### src/rtl/mac_pkg.sv
package mac_pkg;

  typedef enum logic [2:0] {
    OP_NONE,
    OP_MUL,
    OP_MADD,
    OP_MSUB,
    OP_TOHI,
    OP_TOLO,
    OP_FROMHI,
    OP_FROMLO
  } macOp_e;

  localparam int SEL_W = 2;

  typedef struct packed {
    logic             commit;
    macOp_e           op;
    logic             isSigned;
    logic [SEL_W-1:0] acc;
  } macCtrl_t;

  localparam logic [5:0] MAJ_SPECIAL = 6'b000000;
  localparam logic [5:0] MAJ_ACCUM   = 6'b011100;

endpackage

### src/rtl/mac_decode.sv
module mac_decode
  import mac_pkg::*;
(
  input  logic        clk,
  input  logic        rst,
  input  logic        instValid,
  input  logic [31:0] instWord,
  output macCtrl_t    ctrl,
  output logic        resvInst
);

  logic [5:0] majorOp;
  logic [5:0] funcCode;
  logic       padZero;
  logic       known;
  macOp_e     opSel;
  logic       signSel;
  logic       unusedFields;

  assign majorOp      = instWord[31:26];
  assign funcCode     = instWord[5:0];
  assign padZero      = (instWord[15:13] == 3'b000) && (instWord[10:6] == 5'b00000);
  assign unusedFields = ^instWord[25:16];

  always_comb begin
    opSel   = OP_NONE;
    signSel = 1'b0;
    known   = 1'b1;
    if (majorOp == MAJ_ACCUM) begin
      unique case (funcCode)
        6'b000000: begin opSel = OP_MADD; signSel = 1'b1; end
        6'b000001: begin opSel = OP_MADD; signSel = 1'b0; end
        6'b000100: begin opSel = OP_MSUB; signSel = 1'b1; end
        6'b000101: begin opSel = OP_MSUB; signSel = 1'b0; end
        default:   known = 1'b0;
      endcase
    end else if (majorOp == MAJ_SPECIAL) begin
      unique case (funcCode)
        6'b011000: begin opSel = OP_MUL; signSel = 1'b1; end
        6'b011001: begin opSel = OP_MUL; signSel = 1'b0; end
        6'b010000: opSel = OP_FROMHI;
        6'b010010: opSel = OP_FROMLO;
        6'b010001: opSel = OP_TOHI;
        6'b010011: opSel = OP_TOLO;
        default:   known = 1'b0;
      endcase
    end else begin
      known = 1'b0;
    end
  end

  always_comb begin
    ctrl.commit   = instValid && known && padZero;
    ctrl.op       = (known && padZero) ? opSel : OP_NONE;
    ctrl.isSigned = signSel;
    ctrl.acc      = instWord[11 +: SEL_W];
  end

  always_ff @(posedge clk) begin
    if (rst) resvInst <= 1'b0;
    else     resvInst <= instValid && !(known && padZero);
  end

  AST_RESV_NEEDS_STROBE: assert property (@(posedge clk) disable iff (rst)
    resvInst |-> $past(instValid));

  AST_QUIET_WHEN_IDLE: assert property (@(posedge clk) disable iff (rst)
    !instValid |=> !resvInst);

endmodule

### src/rtl/mac_datapath.sv
module mac_datapath
  import mac_pkg::*;
#(
  parameter int DATA_W    = 32,
  parameter int ACC_COUNT = 4,
  parameter int EXT_W     = 8
) (
  input  logic              clk,
  input  logic              rst,
  input  macCtrl_t          ctrl,
  input  logic [DATA_W-1:0] srcA,
  input  logic [DATA_W-1:0] srcB,
  output logic [DATA_W-1:0] result,
  output logic [EXT_W-1:0]  accExt
);

  localparam int WIDE_W = 2 * DATA_W;

  logic [DATA_W-1:0] accHi [ACC_COUNT];
  logic [DATA_W-1:0] accLo [ACC_COUNT];

  logic [WIDE_W-1:0] opA, opB, product, oldVal, sumVal, diffVal;
  logic              carryOut;
  logic [ACC_COUNT-1:0] hitAcc;

  genvar g;
  generate
    for (g = 0; g < ACC_COUNT; g++) begin : gHit
      assign hitAcc[g] = ctrl.commit && (ctrl.acc == g[SEL_W-1:0]);
    end
  endgenerate

  always_comb begin
    opA      = ctrl.isSigned ? {{DATA_W{srcA[DATA_W-1]}}, srcA} : {{DATA_W{1'b0}}, srcA};
    opB      = ctrl.isSigned ? {{DATA_W{srcB[DATA_W-1]}}, srcB} : {{DATA_W{1'b0}}, srcB};
    product  = opA * opB;
    oldVal   = {accHi[ctrl.acc], accLo[ctrl.acc]};
    sumVal   = oldVal + product;
    diffVal  = oldVal - product;
    carryOut = sumVal < oldVal;
  end

  always_ff @(posedge clk) begin
    if (rst) begin
      for (int k = 0; k < ACC_COUNT; k++) begin
        accHi[k] <= '0;
        accLo[k] <= '0;
      end
      result <= '0;
    end else begin
      for (int k = 0; k < ACC_COUNT; k++) begin
        if (hitAcc[k]) begin
          case (ctrl.op)
            OP_MUL:  begin accHi[k] <= product[WIDE_W-1:DATA_W]; accLo[k] <= product[DATA_W-1:0]; end
            OP_MADD: begin accHi[k] <= sumVal[WIDE_W-1:DATA_W];  accLo[k] <= sumVal[DATA_W-1:0];  end
            OP_MSUB: begin accHi[k] <= diffVal[WIDE_W-1:DATA_W]; accLo[k] <= diffVal[DATA_W-1:0]; end
            OP_TOHI: accHi[k] <= srcA;
            OP_TOLO: accLo[k] <= srcA;
            default: ;
          endcase
        end
      end
      if (ctrl.commit && ctrl.op == OP_FROMHI) result <= accHi[ctrl.acc];
      if (ctrl.commit && ctrl.op == OP_FROMLO) result <= accLo[ctrl.acc];
    end
  end

  always_ff @(posedge clk) begin
    if (rst) begin
      accExt <= '0;
    end else if (hitAcc[0]) begin
      if (ctrl.op == OP_MUL && ctrl.isSigned)
        accExt <= '0;
      else if (ctrl.op == OP_MADD && !ctrl.isSigned && carryOut)
        accExt <= accExt + 1'b1;
    end
  end

  AST_EXT_CLEARED: assert property (@(posedge clk) disable iff (rst)
    (hitAcc[0] && ctrl.op == OP_MUL && ctrl.isSigned) |=> (accExt == '0));

  AST_EXT_STEP_ONLY: assert property (@(posedge clk) disable iff (rst)
    !$stable(accExt) |-> (accExt == '0 || accExt == $past(accExt) + 1'b1));

  AST_RESULT_HOLDS: assert property (@(posedge clk) disable iff (rst)
    !(ctrl.commit && (ctrl.op == OP_FROMHI || ctrl.op == OP_FROMLO)) |=> $stable(result));

  generate
    for (g = 0; g < ACC_COUNT; g++) begin : gChk
      AST_TOHI_LANDS: assert property (@(posedge clk) disable iff (rst)
        (hitAcc[g] && ctrl.op == OP_TOHI) |=> (accHi[g] == $past(srcA)));
      AST_OTHERS_UNTOUCHED: assert property (@(posedge clk) disable iff (rst)
        !hitAcc[g] |=> ($stable(accHi[g]) && $stable(accLo[g])));
    end
  endgenerate

endmodule

### src/rtl/mac_acc_unit.sv
module mac_acc_unit
  import mac_pkg::*;
#(
  parameter int DATA_W    = 32,
  parameter int ACC_COUNT = 4,
  parameter int EXT_W     = 8
) (
  input  logic              clk,
  input  logic              rst,
  input  logic              instValid,
  input  logic [31:0]       instWord,
  input  logic [DATA_W-1:0] srcA,
  input  logic [DATA_W-1:0] srcB,
  output logic [DATA_W-1:0] result,
  output logic              resvInst,
  output logic [EXT_W-1:0]  accExt
);

  macCtrl_t ctrl;

  mac_decode u_decode (
    .clk       (clk),
    .rst       (rst),
    .instValid (instValid),
    .instWord  (instWord),
    .ctrl      (ctrl),
    .resvInst  (resvInst)
  );

  mac_datapath #(
    .DATA_W    (DATA_W),
    .ACC_COUNT (ACC_COUNT),
    .EXT_W     (EXT_W)
  ) u_datapath (
    .clk    (clk),
    .rst    (rst),
    .ctrl   (ctrl),
    .srcA   (srcA),
    .srcB   (srcB),
    .result (result),
    .accExt (accExt)
  );

  AST_RESV_NO_EFFECT: assert property (@(posedge clk) disable iff (rst)
    resvInst |-> ($stable(result) && $stable(accExt)));

endmodule

### config.mk
export PLATFORM = sky130hd
export DESIGN_NAME = mac_acc_unit
export DESIGN_NICKNAME = d
export VERILOG_FILES = /design/src/rtl/mac_pkg.sv /design/src/rtl/mac_decode.sv /design/src/rtl/mac_datapath.sv /design/src/rtl/mac_acc_unit.sv
export SDC_FILE = /design/constraint.sdc
export NUM_CORES = 2
export LEC_CHECK = 0
export BUFFER_PORTS_ARGS = -buffer_cell sky130_fd_sc_hd__buf_2
export CORE_ASPECT_RATIO = 1.4
export CORE_UTILIZATION = 35
export DETAILED_ROUTE_END_ITERATION = 10
export MAX_ROUTING_LAYER = met4
export PLACE_DENSITY = 0.57
export SLEW_MARGIN = 20
export SYNTH_ARGS = -nofsm -noshare
export SYNTH_HDL_FRONTEND = slang
export SYNTH_HIERARCHICAL = 1
export SYNTH_SLANG_ARGS = --single-unit
export TNS_END_PERCENT = 50
### constraint.sdc
create_clock -name clk -period 16.8 [get_ports clk]
set_input_delay 0.84 -clock clk [delete_from_list [all_inputs] [get_ports clk]]
set_output_delay 0.84 -clock clk [all_outputs]
set_load 0.01 [all_outputs]
==> impl_metrics.yaml <==
finish:
  nets: 10000
  seqCellArea_sq_mm: 0.00851
  multi_input_area_sq_mm: 0.0582
  design_area_sq_mm: 0.0796
  syn2layout_area_growth_pct: 6.49
  final_layout_size_suffix_gt1_frac: 0.0652
  fill_cells: 21600
clocking:
  clk_path_buf_depth: 3
  cts_setup_buffers: 0
  h-tree-depth: 1
  hold_buffers: 0
  cts-root-buf: "clkbuf_16"
  cts.sinks: 297
  cts.clk_slew.worst_paths_ns: 0.07
  cts_tree: "yes"
  cts_made_buffers: 30
  clk_latency_ns: 0.67
floorplanning:
  std_cell_rows: 200
  die_area_sq_mm: 0.215
  initial_utilization: 0.352
  io_pins: 140
  die_y_um: 549
  die_w_um: 393
  core_area_sq_mm: 0.212
setup_path:
  cpMostUsedCell: "fa_1"
  worstPathArrival_ns: 16.42
  worst-path-max-fanout: 14
  crit_path_max_incr_delay_ns: 0.61
  end_kind: "flop"
  rr_startpoint: "u_datapath/accLo[0][4]"
  critPathKind: "primary input to flop"
  cp_data_required_time_ns: 17.35
  rrSetupSlack_ns: 9.43
  r2r_cells: 29
  r2r_end: "u_datapath/accExt[4]"
  cpMaxStageDelayCell: "nor4_2"
  setup.worst_path.start_class: "primary input"
route:
  wl_per_cell_um: 26.3
  vias: 60400
  vias_per_cell: 5.55
  drc_errors: 0
  drtAntennaViolNets: 0
  drt_wl_total_um: 286000
  drt-initial-drc-count: 5941
  firstDrtPassIters: 8
timing:
  tightest_slew_ns: 1.22
  hold_violations: 0
  drv_slew: 0
  skew_ns: 0.0455
  tns_ns: 0
  setup_violations: 0
  slew_headroom: 0.181
  period_minus_slack_ns: 15.87
  period_share: 0.944
  fmax_ghz: 0.0630
  rsz0062_at_grt: "no"
global_route:
  grt_antenna_before_repair: 23
  grt_max_degree: 65
  grt_usage: 0.273
  grt_pass1_wl_um: 422000
  grt_pass1_vias: 64200
  overflow: 0
yosys:
  synth_xor_area_frac: 0.0286
  synthCells: 8172
  synth_compound_area_frac: 0.126
  synth_seq_cells: 297
  netlist_area_sq_mm: 0.0748
  synth_nets: 10200
  synth_fa_ha_area_frac: 0.466
  synth_async_sr_flop_share: 0
  synth_mux_area_frac: 0.0248
  synth.distinct_cells: 108
  synth_ff_type: "edfxtp_1"
  synth_area_per_cell_sq_um: 9.15
  synth-simple-area-share: 0.130
  seq_area_frac_synth: 0.114
  yosys_warnings: 6
  synth_edf_count: 256
  synth_top_family_by_area: "adder cells"
placed_design:
  io_buffers: 129
  gp_congestion: 1.04
  detailed_place_hpwl_um: 224000
  placed_area_sq_mm: 0.0785
hold_path:
  hp-class: "primary input to flop"
  hold-path-endpoint: "u_decode/resvInst"
  min_path_cells: 2
  worstHoldStart: "instValid"
status:
  status: "completed"
run:
  cap_violations: 0
how the worst max path moves through the flow:
stage / to / startpoint / slack [ns]
after floorplan: u_datapath/accExt[4] / instWord[2] / 3.63
after global placement: u_datapath/accExt[6] / instWord[2] / 0.05
after detailed placement: u_datapath/accExt[4] / instWord[2] / 0.06
after CTS: u_datapath/accExt[4] / instWord[2] / 0.71
after global routing: u_datapath/accExt[3] / instWord[2] / 0.08
final: u_datapath/accExt[4] / instWord[2] / 0.93
critical path, delay by kind of cell:
kind	cells	cell delay [ns]
adder cells (fa/ha/maj)	13	6.18
multiplexers	1	0.14
AND/OR/NAND/NOR	17	3.91
XOR/XNOR	2	0.49
buffers and inverters	12	2.00
AO/OA/AOI/OAI	12	2.79
area by class of cell:
cell class | instances | share of cell area
Multi-Input combinational cell | 5698 | 0.731
Sequential cell | 297 | 0.107
Inverter | 1692 | 0.0798
Tap cell | 2828 | 0.0444
Timing Repair Buffer | 300 | 0.0243
Clock buffer | 36 | 0.0105
Clock inverter | 18 | 0.00255
Antenna cell | 21 | 0.000660
flip-flops by register name (all words and copies together) (netlist names):
signal and cells:
u_datapath/accExt 8, u_datapath/accHi 128, u_datapath/accLo 128, u_datapath/result 32, u_decode/resvInst 1
per-stage QoR:
stage	setup slack, ns	cells	hold slack (ns)	utilization
after CTS	0.713	10900	0.408	0.375
after global routing	0.0768	10900	0.426	0.375
after detailed placement	0.0641	10800	0.479	0.370
after global placement	0.0537	10800	0.460	0.370
after floorplan	3.63	8172	0.490	-
final	0.933	10900	0.445	0.375
logic make-up after synthesis:
logic type      Yosys count
flops                   297
fa+ha+maj              1924
mux                     105
compound gates         1414
buf+inv                2177
simple gates           2018
xor+xnor                237
placed cells by master, fill, tap and decap left out, types with 39 or more instances in the layout:
| master | n |
|---|---|
| nand2_1 | 853 |
| nor3_1 | 48 |
| a221oi_1 | 154 |
| a21o_1 | 77 |
| a21oi_1 | 528 |
| edfxtp_1 | 256 |
| buf_4 | 174 |
| nor2_1 | 278 |
| o21bai_1 | 53 |
| a211oi_1 | 49 |
| buf_2 | 126 |
| fa_1 | 1436 |
| xor2_1 | 39 |
| xnor2_1 | 190 |
| o21ai_0 | 189 |
| inv_1 | 1686 |
| dfxtp_1 | 41 |
| nand4_1 | 49 |
| ha_1 | 487 |
| mux4_2 | 64 |
| and2_1 | 545 |
| nand3_1 | 54 |
| mux2i_1 | 40 |
synthesized netlist by cell type, types with 154 or more instances:
cell,n,area (sq um)
xnor2_1,190,1660
o21ai_0,190,951
nor2_1,300,1130
a21oi_1,528,2640
fa_1,1436,28700
ha_1,487,6090
nand2_1,853,3200
a221oi_1,154,1350
inv_1,1686,6330
edfxtp_1,256,7690
clkbuf_1,415,1560
and2_1,545,3410
routing by layer:
| layer | up-vias | GRT usage | part of all wire |
|---|---|---|---|
| met1 | 31100 | 0.328 | 0.39 |
| met4 | 0 | 0.134 | 0.059 |
| met5 | - | - | 0 |
| met3 | 713 | 0.0405 | 0.078 |
| li1 | 25700 | - | - |
| met2 | 2923 | 0.448 | 0.48 |
what timing repair did:
action / 4_1_cts / 5_1_grt
endpoints found under the setup margin: 0 / 8
hold endpoints to repair: 0 / 0
resized for setup: 0 / 2
Power is not shown: default switching activity piles up to over one toggle a cycle in this logic, so the estimate is an artifact.
